==> src/rtl/atimer_pkg.sv <==
// Shared offsets and control-field layout for the alarm timer.
// Assumes byte addressing with word-aligned registers.
package atimer_pkg;
    localparam int OFF_LIMIT_LO = 'h00;
    localparam int OFF_LIMIT_HI = 'h04;
    localparam int OFF_COUNT_LO = 'h08;
    localparam int OFF_COUNT_HI = 'h0C;
    localparam int OFF_CTRL     = 'h10;
    localparam int OFF_STATUS   = 'h18;

    localparam int CTRL_W = 3;

    // Packed so that run is bit 0, halt_mode is bit 1, unmask is bit 2.
    typedef struct packed {
        logic unmask;
        logic halt_mode;
        logic run;
    } ctrl_t;
endpackage

==> src/rtl/atimer_regs.sv <==
// Register file: decodes bus accesses, stages the low limit word, commits the
// 64-bit limit on a high-word write, holds control and produces restart and
// clear pulses. Assumes zero wait states; reads are combinational.
module atimer_regs
    import atimer_pkg::*;
#(
    parameter int DATA_W = 32,
    parameter int ADDR_W = 5,
    localparam int CNT_W = 2 * DATA_W
) (
    input  logic              clk,
    input  logic              rst_n,
    input  logic              psel,
    input  logic              penable,
    input  logic              pwrite,
    input  logic [ADDR_W-1:0] paddr,
    input  logic [DATA_W-1:0] pwdata,
    output logic [DATA_W-1:0] prdata,
    input  logic [CNT_W-1:0]  count_i,
    input  logic              status_i,
    output ctrl_t             ctrl_o,
    output logic [CNT_W-1:0]  limit_o,
    output logic              restart_o,
    output logic              clr_o
);
    logic              wr_en;
    logic              sel_lim_lo, sel_lim_hi, sel_cnt_lo, sel_cnt_hi;
    logic              sel_ctrl, sel_stat;
    logic [DATA_W-1:0] stage_lo_q;
    logic [CNT_W-1:0]  limit_q;
    ctrl_t             ctrl_q;
    ctrl_t             ctrl_new;

    assign sel_lim_lo = (paddr == ADDR_W'(OFF_LIMIT_LO));
    assign sel_lim_hi = (paddr == ADDR_W'(OFF_LIMIT_HI));
    assign sel_cnt_lo = (paddr == ADDR_W'(OFF_COUNT_LO));
    assign sel_cnt_hi = (paddr == ADDR_W'(OFF_COUNT_HI));
    assign sel_ctrl   = (paddr == ADDR_W'(OFF_CTRL));
    assign sel_stat   = (paddr == ADDR_W'(OFF_STATUS));

    assign wr_en    = psel & penable & pwrite;
    assign ctrl_new = ctrl_t'(pwdata[CTRL_W-1:0]);

    // Restart on limit commit or on a 0-to-1 change of run.
    assign restart_o = (wr_en & sel_lim_hi)
                     | (wr_en & sel_ctrl & ctrl_new.run & ~ctrl_q.run);
    assign clr_o     = wr_en & sel_stat & pwdata[0];

    assign ctrl_o  = ctrl_q;
    assign limit_o = limit_q;

    // Register updates from bus writes.
    always_ff @(posedge clk) begin
        if (!rst_n) begin
            stage_lo_q <= '1;
            limit_q    <= '1;
            ctrl_q     <= '0;
        end else if (wr_en) begin
            if (sel_lim_lo) stage_lo_q <= pwdata;
            if (sel_lim_hi) limit_q    <= {pwdata, stage_lo_q};
            if (sel_ctrl)   ctrl_q     <= ctrl_new;
        end
    end

    // Read multiplexer; unmapped offsets return zero.
    always_comb begin
        prdata = '0;
        if (psel && !pwrite) begin
            if (sel_lim_lo)      prdata = limit_q[DATA_W-1:0];
            else if (sel_lim_hi) prdata = limit_q[CNT_W-1:DATA_W];
            else if (sel_cnt_lo) prdata = count_i[DATA_W-1:0];
            else if (sel_cnt_hi) prdata = count_i[CNT_W-1:DATA_W];
            else if (sel_ctrl)   prdata = DATA_W'(ctrl_q);
            else if (sel_stat)   prdata = DATA_W'(status_i);
        end
    end
endmodule

==> src/rtl/atimer_counter.sv <==
// Up-counter with compare-and-halt. Counts while run is set and not halted.
// In halt mode it freezes on equality with the limit. A restart zeroes it.
// Assumes the limit only changes together with a restart.
module atimer_counter #(
    parameter int CNT_W = 64
) (
    input  logic             clk,
    input  logic             rst_n,
    input  logic             run_i,
    input  logic             halt_mode_i,
    input  logic             restart_i,
    input  logic [CNT_W-1:0] limit_i,
    output logic [CNT_W-1:0] count_o,
    output logic             halted_o,
    output logic             hit_o
);
    logic [CNT_W-1:0] count_q;
    logic             halted_q;

    assign hit_o    = run_i & halt_mode_i & ~halted_q & ~restart_i
                    & (count_q == limit_i);
    assign count_o  = count_q;
    assign halted_o = halted_q;

    // Count, halt on match, or restart from zero.
    always_ff @(posedge clk) begin
        if (!rst_n) begin
            count_q  <= '0;
            halted_q <= 1'b0;
        end else if (restart_i) begin
            count_q  <= '0;
            halted_q <= 1'b0;
        end else if (run_i && !halted_q) begin
            if (hit_o) halted_q <= 1'b1;
            else       count_q  <= count_q + CNT_W'(1);
        end
    end
endmodule

==> src/rtl/atimer_irq.sv <==
// Pending flag and interrupt gate. Set wins over a clear in the same cycle.
module atimer_irq (
    input  logic clk,
    input  logic rst_n,
    input  logic set_i,
    input  logic clr_i,
    input  logic unmask_i,
    output logic status_o,
    output logic irq_o
);
    logic status_q;

    // Sticky pending flag.
    always_ff @(posedge clk) begin
        if (!rst_n)     status_q <= 1'b0;
        else if (set_i) status_q <= 1'b1;
        else if (clr_i) status_q <= 1'b0;
    end

    assign status_o = status_q;
    assign irq_o    = status_q & unmask_i;
endmodule

==> src/rtl/alarm_timer64.sv <==
// Top of the alarm timer: register file, halt-at-limit counter, interrupt.
// Single clock; bus and counter share clk. No wait states.
module alarm_timer64
    import atimer_pkg::*;
#(
    parameter int DATA_W = 32,
    parameter int ADDR_W = 5
) (
    input  logic              clk,
    input  logic              rst_n,
    input  logic              psel,
    input  logic              penable,
    input  logic              pwrite,
    input  logic [ADDR_W-1:0] paddr,
    input  logic [DATA_W-1:0] pwdata,
    output logic [DATA_W-1:0] prdata,
    output logic              irq
);
    localparam int CNT_W = 2 * DATA_W;

    ctrl_t            ctrl_w;
    logic [CNT_W-1:0] limit_w;
    logic [CNT_W-1:0] count_w;
    logic             restart_w, clr_w, hit_w, halted_w, status_w;

    atimer_regs #(.DATA_W(DATA_W), .ADDR_W(ADDR_W)) u_regs (
        .clk(clk), .rst_n(rst_n), .psel(psel), .penable(penable),
        .pwrite(pwrite), .paddr(paddr), .pwdata(pwdata), .prdata(prdata),
        .count_i(count_w), .status_i(status_w), .ctrl_o(ctrl_w),
        .limit_o(limit_w), .restart_o(restart_w), .clr_o(clr_w)
    );

    atimer_counter #(.CNT_W(CNT_W)) u_cnt (
        .clk(clk), .rst_n(rst_n), .run_i(ctrl_w.run),
        .halt_mode_i(ctrl_w.halt_mode), .restart_i(restart_w),
        .limit_i(limit_w), .count_o(count_w), .halted_o(halted_w),
        .hit_o(hit_w)
    );

    atimer_irq u_irq (
        .clk(clk), .rst_n(rst_n), .set_i(hit_w), .clr_i(clr_w),
        .unmask_i(ctrl_w.unmask), .status_o(status_w), .irq_o(irq)
    );
endmodule

==> config.mk <==
export PLATFORM = sky130hd
export DESIGN_NAME = alarm_timer64
export DESIGN_NICKNAME = d
export VERILOG_FILES = /design/src/rtl/atimer_pkg.sv /design/src/rtl/atimer_regs.sv /design/src/rtl/atimer_counter.sv /design/src/rtl/atimer_irq.sv /design/src/rtl/alarm_timer64.sv
export SDC_FILE = /design/constraint.sdc
export NUM_CORES = 1
export LEC_CHECK = 0
export BUFFER_PORTS_ARGS = -buffer_cell sky130_fd_sc_hd__buf_2
export CAP_MARGIN = 20
export CORE_MARGIN = 4
export CORE_UTILIZATION = 55
export DETAILED_ROUTE_END_ITERATION = 12
export PLACE_DENSITY = 0.84
export SYNTH_ARGS = -nofsm -noshare
export SYNTH_HDL_FRONTEND = slang
export SYNTH_HIERARCHICAL = 1
export SYNTH_SLANG_ARGS = --single-unit
==> constraint.sdc <==
create_clock -name clk -period 5.58 [get_ports clk]
set_clock_uncertainty 0.2 [all_clocks]
set_input_delay 0.837 -clock clk [delete_from_list [all_inputs] [get_ports clk]]
set_output_delay 0.837 -clock clk [all_outputs]
set_load 0.02 [all_outputs]
==> results of run 1 <==
==> per-layer routing <==
metal  up-vias  global-route usage
met4         2               0.129
met5         -                   0
met3        83              0.0505
met2       495               0.442
met1      4240               0.400
li1       4214                   -
==> per-stage QoR <==
step           power (mW)   util  std cells  setup slack (ns)  hold slack [ns]
5_1_grt              2.58  0.621       1424              1.57            0.287
4_1_cts              2.53  0.621       1424              1.72            0.269
2_1_floorplan        1.27      -       1168              2.19            0.233
6_report             2.52  0.621       1424              1.70            0.266
3_3_place_gp         1.31  0.582       1392              1.60            0.247
3_5_place_dp         1.31  0.582       1392              1.47            0.252
==> cells by family (layout without fill, tap and decap cells) <==
logic type	count (synthesis)	after routing	synth area share
AND/OR/NAND/NOR	635	635	0.357
buffers and inverters	83	123	0.0504
multiplexers	30	30	0.0336
adder cells (fa/ha/maj)	1	1	0.00140
AO/OA/AOI/OAI	201	201	0.135
flip-flops	165	165	0.370
XOR/XNOR	53	53	0.0520
==> how the worst max path moves through the flow <==
stage          slack (ns)                end
2_1_floorplan        2.19   u_cnt/count_o[8]
3_3_place_gp         1.60  u_cnt/count_o[13]
3_5_place_dp         1.47  u_cnt/count_o[13]
4_1_cts              1.72         prdata[15]
5_1_grt              1.57         prdata[15]
6_report             1.70         prdata[15]
==> tightest hold or removal path, cell delays in order (launching register included) <==
cell     delay, ns
dfxtp_1       0.31
nand2_1       0.05
nand3_1       0.06
==> synthesized netlist by cell type (all sizes together) <==
library cell / number / area share
nand2: 235 / 0.10
dfxtp: 165 / 0.37
nand3: 142 / 0.080
a21oi: 87 / 0.049
o21ai: 53 / 0.030
nor2: 51 / 0.023
xnor2: 48 / 0.047
nand4: 47 / 0.033
or3: 47 / 0.034
buf: 39 / 0.029
clkbuf: 38 / 0.019
nand2b: 33 / 0.023
mux2i: 30 / 0.034
o2bb2ai: 28 / 0.027
and3: 16 / 0.011
or4: 14 / 0.012
o31ai: 13 / 0.011
nor3: 10 / 0.0062
nor4: 10 / 0.0087
and4: 8 / 0.0080
and2: 7 / 0.0055
nor2b: 6 / 0.0050
inv: 5 / 0.0021
o21a: 5 / 0.0042
xor2: 5 / 0.0049
o211ai: 4 / 0.0034
o22ai: 3 / 0.0021
or2: 3 / 0.0021
nor3b: 2 / 0.0017
nor4b: 2 / 0.0020
o2111a: 2 / 0.0025
o2111ai: 2 / 0.0020
a211oi: 1 / 0.00084
a22o: 1 / 0.00098
and2b: 1 / 0.00084
clkinv: 1 / 0.00042
ha: 1 / 0.0014
nand4b: 1 / 0.00098
o221ai: 1 / 0.00098
o31a: 1 / 0.0011
==> area by class of cell <==
cell class,instances,area [um2],share of cell area
Multi-Input combinational cell,920,5190,0.526
Inverter,6,22.5,0.00228
Timing Repair Buffer,85,453,0.0459
Sequential cell,165,3300,0.335
Clock inverter,14,185,0.0188
Tap cell,216,270,0.0274
Clock buffer,18,439,0.0445
==> power groups by stage <==
stage | registers [mW] | logic, mW | clock network, mW
2_1_floorplan | 1.21 | 0.0649 | 0
3_3_place_gp | 1.21 | 0.0970 | 0
3_5_place_dp | 1.21 | 0.0973 | 0
4_1_cts | 1.18 | 0.0976 | 1.25
5_1_grt | 1.18 | 0.107 | 1.29
6_report | 1.18 | 0.0992 | 1.24
==> registers in the layout, summed over array words and instances, names as in the netlist <==
| signal | count |
|---|---|
| u_cnt/count_o | 64 |
| u_regs/limit_o | 64 |
| u_regs/stage_lo_q | 32 |
| u_regs/ctrl_o | 3 |
| u_cnt/halted_o | 1 |
| u_irq/status_o | 1 |
==> summary.txt, run 1 <==
Post-DR wirelength/cell: 19.1 um
Die area: 18300 um2
R2R depth: 8
Commonest cells after routing, fill and taps aside: nand2_1 (232), dfxtp_1 (165), nand3_1 (141)
Filler Cells Inserted: 1436
P_leak: 3.81 nW
Slowest-stage cell, CP: nand2_1
Cell Area, Placed: 9240 um2
CTS Buffer Depth: 2
Met3 WL: 2380 um
Stages on worst setup path: 6
Max-slew violations: 0
Vias in the first global route: 7801
Layout cell share with drive strength beyond 1: 0.120
Post-Synthesis Cells: 1168
Area Overhead vs Synth: 10.5%
Clock-pin slew on the worst setup and hold paths: 0.07 ns
Worst Hold Class: flop to flop
Ports: 75
TritonCTS Buffers: 17
Post-route cell area: 9870 um2
Gr usage total: 0.289
CTS H-tree lvls: 4
Worst relative slew slack: 0.271
Worst path cell trace: buf_2 -> nor3_1 -> nand2_1 -> a211oi_1 -> o21a_1 -> buf_2
Share of total power in combinational logic: 0.039
WL met2: 12400 um
Yosys reg bits: 165
Max cap viols: 0
Detailed Route Iter0 Violations: 1168
Min-delay src: u_regs/stage_lo_q[14]
CP Capture Type: output port
CP max stage delay: 0.71 ns
DR DRC count: 0
Final Hold Vio Count: 0
CTS tree: built
FF-to-FF setup slack: 2.17 ns
Measured slew at the worst slew-check pin: 1.09 ns
Crit path kind: primary input to output port
Total core area: 15900 um2
Hold path depth: 2
First-pass GRT wire length: 41800 um
Status: finished clean
Max VDD drop: 0.000192 V
Top Layer Used: met5
Net count after synthesis: 1211
Post-CTS Setup Bufs: 0
RSZ-0062 raised after global routing: no
Initial antenna violation count: 1
Psw: 0.577 mW
Port Buf Inserts: 74
Clock power share: 0.491
Chip height: 135 um
Post-CTS sizing: 0
Synth warnings: 6
# hold bufs at CTS: 0
Most frequent CP cell: buf_2
Pwr dens: 255 nW/um2
Largest net degree at the start of global routing: 92
Initial DRT Pass Iterations: 9
Dpl hpwl: 19500 um
Cell family with most CP delay: simple AND/OR/NAND/NOR gates
Synthesized cell area: 8930 um2
Unique cell type count in the Yosys netlist: 59
Vias per cell: 6.34
CP Data Required Time: 4.54 ns
Nets@finish: 1238
Sequential Power Share: 0.470
M1 WL: 11400 um
Final wirelength: 27300 um
Mapped Avg Cell Area: 7.65 um2
Clk sinks: 165
CP Launch Point: paddr[4]
Fin crit share: 0.696
Fmax: 0.258 GHz
Sw frac: 0.229
Die span in x: 135 um
Worst r2r dst: u_cnt/count_o[11]
Buf+Inv Stages, Crit Path: 2
Most common cell after layout, fill and taps aside: nand2_1
Post-route minimum period: 3.88 ns
Total grt overflow: 0
Clock Latency Late Sink: 0.43 ns
Accumulated negative setup slack: 0 ns
ANT nets after route: 0
Worst path arrival time: 2.85 ns
Placer Congestion: 0.992
Antenna fix cells: 0
FP Rows: 46
CP startpoint kind: primary input
Setup-failing EPs final: 0
Seq/Total Area, Yosys: 0.370
Initial core utilization: 0.562
CTS Root Cell: clkbuf_16
Reg2Reg Launch Point: u_regs/ctrl_o[0]
Hold endpoint: u_regs/stage_lo_q[14]
Via count: 9034
Crit path max fanout: 29
Cell internal pwr: 1.94 mW
Power figures use the tool's default switching activity.
==> run 2, diff against run 1 <==
Settings changed: PLACE_DENSITY 0.84 to 0.87.
Clock period 5.58 ns to 3.4 ns, I/O delays scaled along.
==> run 2 against run 1 <==
Net effect:
- non-clock buffer count rose by 16
- sequential cell count did not move
- clock-buffer cell count did not move
- design area rose by 1.4%
- final cell count rose by 1.1%
- combinational power rose by 72%
- via count rose by 0.39%
- wire length rose by 5.4%
- critical endpoint is now u_cnt/count_o[63]
- highest routed layer is now met4
==> summary.txt, run 2 (synthesis results as in run 1) <==
Final Hold Vio Count: 0 (unchanged)
Die area: 18300 um2 (unchanged)
Worst r2r dst: u_cnt/count_o[63]
CP Launch Point: u_cnt/count_o[3]
FF-to-FF setup slack: 0.43 ns (-1.74 ns)
Ports: 75 (unchanged)
Placer Congestion: 1.02 (+2.7%)
Post-route minimum period: 2.97 ns
Total grt overflow: 0 (unchanged)
CP Capture Type: flop
Post-CTS Setup Bufs: 0 (unchanged)
Status: finished clean
Nets@finish: 1254 (+1.3%)
Post-CTS sizing: 0 (unchanged)
Reg2Reg Launch Point: u_cnt/count_o[3]
Worst setup margin: 0.430 ns (-1.27 ns)
Gr usage total: 0.312 (+0.0230)
CTS Root Cell: clkbuf_16
Port Buf Inserts: 74 (unchanged)
Setup-failing EPs final: 0 (unchanged)
Antenna fix cells: 0 (unchanged)
RSZ-0062 raised after global routing: no
Final wirelength: 28700 um (+5.4%)
FP Rows: 46 (unchanged)
CP Data Required Time: 3.54 ns (-1.00 ns)
Max cap viols: 0 (unchanged)
R2R depth: 7 (-1)
Vias per cell: 6.30 (-0.73%)
Area Overhead vs Synth: 12.1%
Clock Latency Late Sink: 0.44 ns (about the same)
Crit path max fanout: 12 (-59%)
Crit path kind: flop to flop
Initial DRT Pass Iterations: 6 (-3)
Setup WS pre-CTS: 0.264 ns (-1.21 ns)
Worst relative slew slack: 0.508 (+0.237)
Chip height: 135 um (unchanged)
DR DRC count: 0 (unchanged)
Clock-pin slew on the worst setup and hold paths: 0.08 ns (about the same)
Post-DR wirelength/cell: 19.9 um (+4.2%)
Vias in the first global route: 8199 (+5.1%)
Layout cell share with drive strength beyond 1: 0.132 (+0.0115)
Accumulated negative setup slack: 0 ns (unchanged)
Largest net degree at the start of global routing: 119 (+29%)
CP startpoint kind: flop
CTS Buffer Depth: 2 (unchanged)
Crit path to: u_cnt/count_o[63]
Commonest cells after routing, fill and taps aside: nand2_1 (232), dfxtp_1 (165), nand3_1 (141)
Clk sinks: 165 (unchanged)
Pwr dens: 404 nW/um2 (+58%)
Worst path arrival time: 3.11 ns (+0.26 ns)
Initial core utilization: 0.562 (unchanged)
Max VDD drop: 0.000330 V (+72%)
Max-slew violations: 0 (unchanged)
Die span in x: 135 um (unchanged)
# hold bufs at CTS: 0 (unchanged)
Fmax: 0.337 GHz
CTS tree: built
Via count: 9069 (+0.39%)
Worst Hold Class: primary input to flop
CTS H-tree lvls: 4 (unchanged)
ANT nets after route: 0 (unchanged)
Filler Cells Inserted: 1372 (-4.5%)
Detailed Route Iter0 Violations: 1327 (+14%)
Total core area: 15900 um2 (unchanged)
Fin crit share: 0.874
P_leak: 3.90 nW (+2.3%)
Most common cell after layout, fill and taps aside: nand2_1
Final core utilization: 0.630 (+0.00898)
Dpl hpwl: 20400 um (+4.6%)
Measured slew at the worst slew-check pin: 0.727 ns (-0.363 ns)
First-pass GRT wire length: 44600 um (+6.8%)
Initial antenna violation count: 0 (-1)
TritonCTS Buffers: 17 (unchanged)
run 2: cell count changes in the layout (fill, tap and decap cells not counted), moves of 3 or more:
cell,change
buf_4,+12
buf_12,+4
inv_6,-4
inv_8,+4
bufinv_16,-3
clkinv_8,+3
run 2: area by class of cell:
class                   count  area (um2)  share of cell area
multi-input cells         920        5190               0.519
flip-flops and latches    165        3300               0.330
repair buffers            101         623              0.0622
clock buffers              18         439              0.0439
well taps                 216         270              0.0270
clock inverters            14         158              0.0157
inverters                   6        22.5             0.00225
run 2: stage by stage:
step,hold WS (ns),area (um2),power [mW],instances
2_1_floorplan,0.233,8930,2.09,1168
3_3_place_gp,0.247,9410,2.15,1408
3_5_place_dp,0.253,9410,2.15,1408
4_1_cts,0.0916,10000,4.04,1440
5_1_grt,0.102,10000,4.14,1440
6_report,0.0909,10000,4.04,1440
run 2: power breakdown:
| part | switching [mW] | total, mW | internal (mW) |
|---|---|---|---|
| clock network | 0.920 | 1.93 | 1.01 |
| registers | 0.00542 | 1.94 | 1.94 |
| logic | 0.112 | 0.171 | 0.0596 |
run 2: routing by layer:
metal  GRT usage  vias to the layer above  routed length, um
li1            -                     4234                  -
met1       0.448                     4244              12200
met2       0.467                      529              12800
met3      0.0516                       62               2780
met4       0.126                        0                924
met5           0                        -                  0
run 2: critical path: stages, from the launching register on:
cell and delay (ns):
dfxtp_1 0.52, nand4_1 0.22, or2_1 0.40, or3_4 0.47
nor2_4 0.28, nand2_2 0.13, or4_1 0.48, a21oi_1 0.16
run 2: worst min-delay path by stage:
stage	from	endpoint	slack (ns)	depth (start not counted)
global placement	u_regs/stage_lo_q[8]	u_regs/limit_o[8]	0.25	2
finish	pwdata[16]	u_regs/stage_lo_q[16]	0.09	3
detailed placement	u_regs/stage_lo_q[26]	u_regs/limit_o[26]	0.25	2
CTS	pwdata[16]	u_regs/stage_lo_q[16]	0.09	3
floorplan	u_cnt/halted_o	u_cnt/halted_o	0.23	2
global route	pwdata[14]	u_regs/stage_lo_q[14]	0.10	3
==> run 3, diff against run 2 <==
Settings changed: BUFFER_PORTS_ARGS -buffer_cell sky130_fd_sc_hd__buf_2 to not set, DONT_BUFFER_PORTS set to 1, PLACE_DENSITY 0.87 to 0.83.
==> run 3 against run 2 <==
Net effect:
- worst setup slack lost 0.0019 ns
- final cell count down 1.9%
- core utilization up 0.16 points
- non-clock buffer count down 28
- die area did not move
- sequential share of layout area is 0.082 points lower
- first-iteration DRC count fell by 15%
- sequential cell count did not move
- sequential power barely moved
- design area grew 0.25%
==> summary.txt, run 3 (synthesis results as in run 1) <==
Total grt overflow: 0 (unchanged)
Top Layer Used: met4
CTS H-tree lvls: 4 (unchanged)
Multi-input gate area: 5190 um2 (unchanged)
Initial DRT Pass Iterations: 5 (-1)
Largest net degree at the start of global routing: 119 (unchanged)
Final wirelength: 28600 um (-0.44%)
WL met2: 13000 um (+1.0%)
Placer Congestion: 0.979 (-3.9%)
FP Rows: 46 (unchanged)
M1 WL: 12000 um (-1.3%)
Worst r2r dst: u_cnt/count_o[57]
Pwr dens: 397 nW/um2 (-1.6%)
Via count: 9015 (-0.60%)
Layout cell share with drive strength beyond 1: 0.0895 (-0.0421)
Post-CTS sizing: 0 (unchanged)
Cell family with most CP delay: simple AND/OR/NAND/NOR gates
Antenna fix cells: 0 (unchanged)
Commonest cells after routing, fill and taps aside: nand2_1 (232), dfxtp_1 (165), nand3_1 (141)
Initial core utilization: 0.562 (unchanged)
Crit path kind: flop to flop
Reg2Reg Launch Point: u_cnt/count_o[3]
Ports: 75 (unchanged)
CTS tree: built
RSZ-0062 raised after global routing: no
CP startpoint kind: flop
Worst path cell trace: nand4_1 -> or2_1 -> or3_4 -> nor2_4 -> nand2_2 -> or4_1 -> a21oi_1
Chip height: 135 um (unchanged)
DR DRC count: 0 (unchanged)
Worst relative slew slack: 0.320 (-0.188)
Total core area: 15900 um2 (unchanged)
Min-delay src: pwdata[25]
CTS Buffer Depth: 2 (unchanged)
Vias per cell: 6.38 (+1.4%)
CP Capture Type: flop
Worst setup margin: 0.428 ns (-0.00185 ns)
Final core utilization: 0.632 (+0.00158)
Gr usage total: 0.308 (-0.00413)
Post-DR wirelength/cell: 20.2 um (+1.5%)
Vias in the first global route: 8263 (+0.78%)
Nets@finish: 1226 (-2.2%)
Hold endpoint: u_regs/stage_lo_q[25]
Die area: 18300 um2 (unchanged)
Post-route minimum period: 2.97 ns (+0.00185 ns)
Crit path max fanout: 12 (unchanged)
FF+latch area: 3300 um2 (unchanged)
P_leak: 3.77 nW (-3.3%)
Max VDD drop: 0.000336 V (+1.7%)
Initial antenna violation count: 0 (unchanged)
Final Hold Vio Count: 0 (unchanged)
Buf+Inv Stages, Crit Path: 0 (unchanged)
R2R depth: 7 (unchanged)
CP Data Required Time: 3.55 ns (about the same)
Met3 WL: 2560 um (-7.8%)
Accumulated negative setup slack: 0 ns (unchanged)
Dpl hpwl: 19900 um (-2.5%)
Hold path depth: 2 (-1)
Port Buf Inserts: 0 (-100%)
Area Overhead vs Synth: 12.4%
Fin crit share: 0.874 (about the same)
Setup-failing EPs final: 0 (unchanged)
Fmax: 0.336 GHz (about the same)
CTS Root Cell: clkbuf_16
Measured slew at the worst slew-check pin: 1.02 ns (+0.291 ns)
Detailed Route Iter0 Violations: 1133 (-15%)
ANT nets after route: 0 (unchanged)
Worst path arrival time: 3.12 ns (about the same)
CP max stage delay: 0.52 ns (about the same)
Setup WS pre-CTS: 0.323 ns (+0.0592 ns)
Die span in x: 135 um (unchanged)
Filler Cells Inserted: 1393 (+1.5%)
FF-to-FF setup slack: 0.43 ns (about the same)
Worst Hold Class: primary input to flop
TritonCTS Buffers: 17 (unchanged)
Max-slew violations: 0 (unchanged)
Status: finished clean
Clock-pin slew on the worst setup and hold paths: 0.07 ns (about the same)
Slowest-stage cell, CP: dfxtp_1
Most common cell after layout, fill and taps aside: nand2_1
Max cap viols: 0 (unchanged)
Clock Latency Late Sink: 0.43 ns (about the same)
First-pass GRT wire length: 44400 um (-0.48%)
Clk sinks: 165 (unchanged)
## run 3: cell types whose count changed in the layout (fill, tap and decap cells not counted), moves of 2 or more
cell,previous run,this run
buf_12,4,2
buf_2,74,0
buf_4,23,44
dlygate4sd3_1,0,26
## run 3: power breakdown
part	internal [mW]	switching [mW]	leakage [nW]
registers	1.94	0.00535	1.33
clock network	0.984	0.911	0.286
logic	0.0625	0.0861	2.15
## run 3: worst max-delay path by stage
stage	endpoint	cells after the start	slack, ns	from
global placement	u_cnt/count_o[8]	12	0.37	paddr[2]
detailed placement	u_cnt/count_o[8]	12	0.32	paddr[2]
floorplan	u_cnt/count_o[8]	14	0.34	paddr[2]
finish	u_cnt/count_o[57]	7	0.43	u_cnt/count_o[3]
CTS	u_cnt/count_o[57]	7	0.52	u_cnt/count_o[3]
global route	u_cnt/count_o[63]	7	0.36	u_cnt/count_o[3]
## run 3: routing by layer
metal / vias up / global-route usage
li1: 4183 / -
met1: 4315 / 0.426
met2: 447 / 0.480
met3: 70 / 0.0527
met4: 0 / 0.119
met5: - / 0
## run 3: through the flow
step                area (um2)  std cells  power [mW]  hold WS [ns]
finish                   10000       1412        3.98      0.000634
global route             10000       1412        4.08      0.000743
CTS                      10000       1409        3.99      0.000315
detailed placement        9160       1353        2.09         0.250
global placement          9160       1353        2.08         0.246
floorplan                 8930       1168        2.09         0.233
## run 3: cell type report
type,instances,area share
sequential,165,0.329
tap,216,0.0269
multi-input combinational,920,0.518
clock buffer,17,0.0424
clock inverter,15,0.0161
inverter,6,0.00224
timing repair buffer,73,0.0656
## run 3: what timing repair did
item / in CTS / in global routing
endpoints found under the setup margin: 0 / 0
hold buffers: 24 / 3
setup buffers: 0 / 0
hold endpoints to repair: 97 / 3
